File: config.mk
export PLATFORM = sky130hd
export DESIGN_NAME = edge_irq_dist
export DESIGN_NICKNAME = d
export VERILOG_FILES = /design/src/rtl/edge_irq_dist_pkg.sv /design/src/rtl/edge_sync_detect.sv /design/src/rtl/cpu_irq_port.sv /design/src/rtl/edge_irq_dist.sv
export SDC_FILE = /design/constraint.sdc
export NUM_CORES = 1
export LEC_CHECK = 0
export CORE_MARGIN = 5
export CORE_UTILIZATION = 25
export DETAILED_ROUTE_END_ITERATION = 8
export GPL_TIMING_DRIVEN = 0
export PLACE_DENSITY = 0.88
export SYNTH_ARGS = -nofsm -noshare
export SYNTH_HDL_FRONTEND = slang
export SYNTH_SLANG_ARGS = --single-unit
File: constraint.sdc
create_clock -name clk -period 2.6 [get_ports clk]
set_input_delay 0.52 -clock clk [delete_from_list [all_inputs] [get_ports clk]]
set_output_delay 0.52 -clock clk [all_outputs]
set_load 0.1 [all_outputs]
File: src/rtl/edge_irq_dist_pkg.sv
package edge_irq_dist_pkg;
    typedef enum logic {
        ARMED    = 1'b0,
        WAIT_ACK = 1'b1
    } dist_state_t;

    localparam int REG_AW = 2;
    localparam logic [REG_AW-1:0] OFF_LEVEL  = 2'd0;
    localparam logic [REG_AW-1:0] OFF_ENABLE = 2'd1;
    localparam logic [REG_AW-1:0] OFF_CAPT   = 2'd2;
    localparam logic [REG_AW-1:0] OFF_OVRN   = 2'd3;
endpackage

File: src/rtl/edge_sync_detect.sv
module edge_sync_detect #(
    parameter int STAGES = 2
) (
    input  logic clk,
    input  logic rst_n,
    input  logic async_in,
    output logic level,
    output logic rise
);
    logic [STAGES-1:0] chain;
    logic              prev;

    always_ff @(posedge clk or negedge rst_n) begin
        if (!rst_n) begin
            chain <= '0;
            prev  <= 1'b0;
        end else begin
            chain <= {chain[STAGES-2:0], async_in};
            prev  <= chain[STAGES-1];
        end
    end

    assign level = chain[STAGES-1];
    assign rise  = chain[STAGES-1] & ~prev;
endmodule

File: src/rtl/cpu_irq_port.sv
module cpu_irq_port
    import edge_irq_dist_pkg::*;
#(
    parameter int DATA_W = 32
) (
    input  logic              clk,
    input  logic              rst_n,
    input  logic              level,
    input  logic              capture_evt,
    input  logic              overrun_evt,
    input  logic              wr,
    input  logic [REG_AW-1:0] addr,
    input  logic [DATA_W-1:0] wdata,
    output logic [DATA_W-1:0] rdata,
    output logic              cap,
    output logic              en,
    output logic              ovr,
    output logic              acked,
    output logic              irq
);
    logic clr_cap, clr_ovr, wr_en;

    assign wr_en   = wr && (addr == OFF_ENABLE);
    assign clr_cap = wr && (addr == OFF_CAPT);
    assign clr_ovr = wr && (addr == OFF_OVRN) && wdata[0];

    always_ff @(posedge clk or negedge rst_n) begin
        if (!rst_n) begin
            cap <= 1'b0;
            en  <= 1'b0;
            ovr <= 1'b0;
        end else begin
            cap <= capture_evt | (cap & ~clr_cap);
            ovr <= overrun_evt | (ovr & ~clr_ovr);
            if (wr_en) en <= wdata[0];
        end
    end

    always_comb begin
        rdata = '0;
        unique case (addr)
            OFF_LEVEL:  rdata[0] = level;
            OFF_ENABLE: rdata[0] = en;
            OFF_CAPT:   rdata[0] = cap;
            OFF_OVRN:   rdata[0] = ovr;
        endcase
    end

    assign acked = ~cap | ~en;
    assign irq   = cap & en;
endmodule

File: src/rtl/edge_irq_dist.sv
module edge_irq_dist
    import edge_irq_dist_pkg::*;
#(
    parameter int N_CPU  = 3,
    parameter int DATA_W = 32
) (
    input  logic                      clk,
    input  logic                      rst_n,
    input  logic                      line_in,
    input  logic [N_CPU-1:0]          reg_wr,
    input  logic [REG_AW*N_CPU-1:0]   reg_addr,
    input  logic [DATA_W*N_CPU-1:0]   reg_wdata,
    output logic [DATA_W*N_CPU-1:0]   reg_rdata,
    output logic [N_CPU-1:0]          irq
);
    dist_state_t      state, state_nx;
    logic             level, rise;
    logic             capture_evt, overrun_evt, all_acked;
    logic [N_CPU-1:0] cap_flags, en_flags, ovr_flags, acked;

    edge_sync_detect #(.STAGES(2)) u_sync (
        .clk      (clk),
        .rst_n    (rst_n),
        .async_in (line_in),
        .level    (level),
        .rise     (rise)
    );

    for (genvar i = 0; i < N_CPU; i++) begin : g_port
        cpu_irq_port #(.DATA_W(DATA_W)) u_port (
            .clk         (clk),
            .rst_n       (rst_n),
            .level       (level),
            .capture_evt (capture_evt),
            .overrun_evt (overrun_evt),
            .wr          (reg_wr[i]),
            .addr        (reg_addr[i*REG_AW +: REG_AW]),
            .wdata       (reg_wdata[i*DATA_W +: DATA_W]),
            .rdata       (reg_rdata[i*DATA_W +: DATA_W]),
            .cap         (cap_flags[i]),
            .en          (en_flags[i]),
            .ovr         (ovr_flags[i]),
            .acked       (acked[i]),
            .irq         (irq[i])
        );
    end

    assign all_acked = &acked;

    always_ff @(posedge clk or negedge rst_n) begin
        if (!rst_n) state <= ARMED;
        else        state <= state_nx;
    end

    always_comb begin
        state_nx = state;
        unique case (state)
            ARMED:    if (rise) state_nx = WAIT_ACK;
            WAIT_ACK: if (all_acked && !rise) state_nx = ARMED;
        endcase
    end

    always_comb begin
        capture_evt = 1'b0;
        overrun_evt = 1'b0;
        unique case (state)
            ARMED:    capture_evt = rise;
            WAIT_ACK: overrun_evt = rise;
        endcase
    end
endmodule

==> impl_metrics.prom, run 1 <==
# TYPE chip_impl_metric gauge
chip_impl_metric{name="worst_setup_hold_path_clk_slew",unit="ns"} 0.06
chip_impl_metric{name="post_cts_buffers",unit=""} 0
chip_impl_metric{name="final.setup_skew",unit="ns"} 0.005875
chip_impl_metric{name="timing.slew.headroom",unit="%"} 33.61
chip_impl_metric{name="average_cell_area_after_synthesis",unit="um^2"} 9.327
chip_impl_metric{name="post-route-period-util",unit="%"} 96.84
chip_impl_info{name="run_status",value="completed"} 1
chip_impl_metric{name="initial_core_util",unit="%"} 25.95
chip_impl_info{name="worst_setup_path_start_kind",value="flip-flop"} 1
chip_impl_info{name="hold_path.class",value="flip-flop to flip-flop"} 1
chip_impl_metric{name="grt_max_degree",unit=""} 14
chip_impl_metric{name="firstDrtPassIters",unit=""} 4
chip_impl_metric{name="grt.overflow.total",unit=""} 0
chip_impl_metric{name="min_period",unit="ns"} 2.518
chip_impl_metric{name="drcViolationCount",unit=""} 0
chip_impl_metric{name="mappedNetlistArea",unit="um^2"} 1334
chip_impl_info{name="origin_of_the_worst_setup_path",value="g_port[1].u_port.en"} 1
chip_impl_metric{name="synth.yosys.seq_area_share",unit="%"} 24.39
chip_impl_metric{name="cts.sinks",unit=""} 13
chip_impl_metric{name="grt_first_pass_wirelength",unit="um"} 4195
chip_impl_metric{name="leakage",unit="uW"} 0.001210
chip_impl_metric{name="finalMaxSlewViolations",unit=""} 0
chip_impl_metric{name="r2r_setup_slack",unit="ns"} 1.52
chip_impl_metric{name="die_h",unit="um"} 83.04
chip_impl_metric{name="post_route_cells_drive_above_1_share",unit="%"} 43.24
chip_impl_metric{name="routed-via-count",unit=""} 949
chip_impl_info{name="critical_path.reg2reg.endpoint",value="g_port[2].u_port.cap"} 1
chip_impl_metric{name="place_congestion",unit=""} 0.7815
chip_impl_info{name="type_of_element_capturing_the_critical_path",value="output port"} 1
chip_impl_metric{name="peakVddDrop",unit="mV"} 0.4639
chip_impl_info{name="crit_type",value="flip-flop to output port"} 1
chip_impl_metric{name="r2r_cells",unit=""} 2
chip_impl_metric{name="clock_insertion_delay_worst_skew",unit="ns"} 0.24
chip_impl_info{name="synth_largest_area_cell",value="sky130_fd_sc_hd__buf_4"} 1
chip_impl_metric{name="route.detailed.wl_per_inst",unit="um"} 7.669
chip_impl_metric{name="drt_wl_total",unit="um"} 2523
chip_impl_metric{name="setup_violations_final",unit=""} 0
chip_impl_metric{name="tightest_slew",unit="ns"} 0.9928
chip_impl_info{name="rsz0062_at_grt",value="false"} 1
chip_impl_metric{name="numPortBuffers",unit=""} 20
chip_impl_metric{name="sequential_cell_area",unit="um^2"} 325.3
chip_impl_metric{name="fp.coreArea",unit="um^2"} 5140
chip_impl_metric{name="setup_tns_final",unit="ns"} 0
chip_impl_metric{name="placed_area",unit="um^2"} 1967
chip_impl_metric{name="totalPowerFinal",unit="uW"} 1483
chip_impl_metric{name="flow.area_growth_from_synthesis",unit="%"} 50.00
chip_impl_metric{name="critical_path_arrival",unit="ns"} 2.00
chip_impl_metric{name="cts.htree.levels",unit=""} 1
chip_impl_metric{name="min_delay_path_depth",unit=""} 0
chip_impl_metric{name="clockBufferDepth",unit=""} 2
chip_impl_metric{name="hold_ws",unit="ns"} 0.3459
chip_impl_info{name="clockRootBuffer",value="sky130_fd_sc_hd__clkbuf_8"} 1
chip_impl_metric{name="placementRows",unit=""} 26
chip_impl_metric{name="cts_buffers",unit=""} 3
chip_impl_info{name="synth.top_cells.by_area",value="sky130_fd_sc_hd__buf_4 (54%), sky130_fd_sc_hd__dfrtp_1 (24%), sky130_fd_sc_hd__mux4_2 (5.1%)"} 1
chip_impl_metric{name="synth-warning-count",unit=""} 0
chip_impl_info{name="holdCritStartpoint",value="u_sync.chain[0]"} 1
chip_impl_metric{name="first_iter_violations",unit=""} 15
chip_impl_metric{name="synth_top_area_share",unit="%"} 54.03
chip_impl_metric{name="dieArea",unit="um^2"} 6896
chip_impl_metric{name="grt_antenna_before_repair",unit=""} 0
chip_impl_metric{name="total_inserted_antenna_cells",unit=""} 0
chip_impl_metric{name="area_used_by_multi_input_combinational_logic",unit="um^2"} 614.3
chip_impl_metric{name="die_width",unit="um"} 83.04
chip_impl_metric{name="antenna_left",unit=""} 0
chip_impl_metric{name="synthesis.instances",unit=""} 143
chip_impl_metric{name="num-fill-cells",unit=""} 515
chip_impl_metric{name="ioPinCount",unit=""} 207
chip_impl_metric{name="maximum_clock_frequency",unit="MHz"} 397.2
chip_impl_metric{name="yosys_register_bits",unit=""} 13
chip_impl_metric{name="drv.max_cap_violation_count",unit=""} 0
chip_impl_info{name="tritoncts",value="done"} 1
chip_impl_metric{name="stdcell_area",unit="um^2"} 2001
chip_impl_metric{name="drt-vias-per-instance",unit=""} 2.884
chip_impl_metric{name="path_max_fanout",unit=""} 4
chip_impl_metric{name="final-hold-violation-count",unit=""} 0
chip_impl_metric{name="finish.net_count",unit=""} 368
chip_impl_info{name="worst_hold_path.endpoint",value="u_sync.chain[1]"} 1
chip_impl_metric{name="globalRouteTotalUtil",unit="%"} 7.152
chip_impl_metric{name="grt_pass1_vias",unit=""} 883
chip_impl_metric{name="power_density",unit="nW/um^2"} 741.4
chip_impl_info{name="rr_startpoint",value="u_sync.chain[1]"} 1
chip_impl_metric{name="timing.critical_path.required",unit="ns"} 2.08
chip_impl_metric{name="yosysUniqueCellTypes",unit=""} 15
==> synth_stat cells (all sizes together) <==
cell and instances:
and2 3, conb 1, or3b 1, nand4 3
o22ai 1, buf 96, a21bo 3, o21ai 3
mux2 3, inv 5, and3b 3, dfrtp 13
nand3b 4, mux4 3, a222oi 1
==> per-stage QoR <==
stage / setup slack (ns) / util (%) / instances
floorplan: 0.8095 / - / 235
global placement: -0.4873 / 38.27 / 325
detailed placement: -0.4957 / 38.27 / 325
CTS: 0.005965 / 39.24 / 329
global route: 0.009430 / 38.92 / 329
finish: 0.08220 / 38.92 / 329
==> cell usage in the layout (no fill, tap or decap), types with 4 or more instances in the layout <==
cell type | synthesis | final
sky130_fd_sc_hd__nand3b_1 | 4 | 4
sky130_fd_sc_hd__conb_1 | 1 | 93
sky130_fd_sc_hd__dfrtp_1 | 13 | 13
sky130_fd_sc_hd__inv_1 | 5 | 5
sky130_fd_sc_hd__clkdlybuf4s50_1 | 0 | 16
sky130_fd_sc_hd__buf_4 | 96 | 96
==> critical path, stage by stage (launching register included) <==
cell                              delay, ns
sky130_fd_sc_hd__dfrtp_1               0.38
sky130_fd_sc_hd__and2_1                0.15
sky130_fd_sc_hd__buf_4                 0.10
sky130_fd_sc_hd__clkdlybuf4s50_1       1.13
==> layer usage <==
| layer | share of wire [%] | vias up | global-route usage, % | wire [um] |
|---|---|---|---|---|
| li1 | - | 503 | - | - |
| met1 | 34 | 380 | 7.207 | 859 |
| met2 | 49 | 66 | 12.61 | 1241 |
| met3 | 17 | 0 | 3.861 | 422 |
| met4 | 0 | 0 | 2.229 | 0 |
| met5 | 0 | - | 0 | 0 |
==> what timing repair did <==
action                                  in CTS  in global routing
hold buffers                                 0                  0
resized for setup                            9                  7
endpoints found under the setup margin       3                  4
==> worst max-delay path by stage <==
stage / to / cells after the start
finish: irq[1] / 3
detailed placement: reg_rdata[32] / 3
global placement: reg_rdata[32] / 3
floorplan: reg_rdata[0] / 1
global route: irq[1] / 3
CTS: reg_rdata[64] / 3
==> sequential cells by signal (all words and copies together) (netlist names) <==
register	count
g_port.u_port.cap	3
g_port.u_port.ovr	3
state	1
u_sync.chain	2
g_port.u_port.en	3
u_sync.prev	1
==> cells by family after synthesis <==
group,count (synthesis),share of synthesized area (%)
simple gates,14,7.693
mux,6,7.598
flops,13,24.39
other cells,1,0.2812
buf+inv,101,55.44
compound gates,8,4.597
==> report_power, final <==
group / internal, uW / switching [uW]
sequential: 245 / 35.2
clock: 105 / 68.7
combinational: 206 / 823
==> final cells by class <==
class	instances	area share (%)
Clock inverter	1	0.2502
Timing Repair Buffer	20	9.381
Inverter	5	0.9381
Sequential cell	13	16.26
Multi-Input combinational cell	121	30.71
Tap cell	70	4.378
Clock buffer	3	2.064
Buffer	96	36.02
(Power assumes the default switching activity.)
==> run 2, diff against run 1 <==
--- a/config.mk
+++ b/config.mk
@@ -5,8 +5,10 @@
 export SDC_FILE = /design/constraint.sdc
 export NUM_CORES = 1
 export LEC_CHECK = 0
+export ABC_CLOCK_PERIOD_IN_PS = 2600
 export CORE_MARGIN = 5
 export CORE_UTILIZATION = 25
+export CTS_CLUSTER_SIZE = 20
 export DETAILED_ROUTE_END_ITERATION = 8
 export GPL_TIMING_DRIVEN = 0
 export PLACE_DENSITY = 0.88
==> results of run 2 <==
The final DEF is identical to that of run 1; final timing and power are the same.
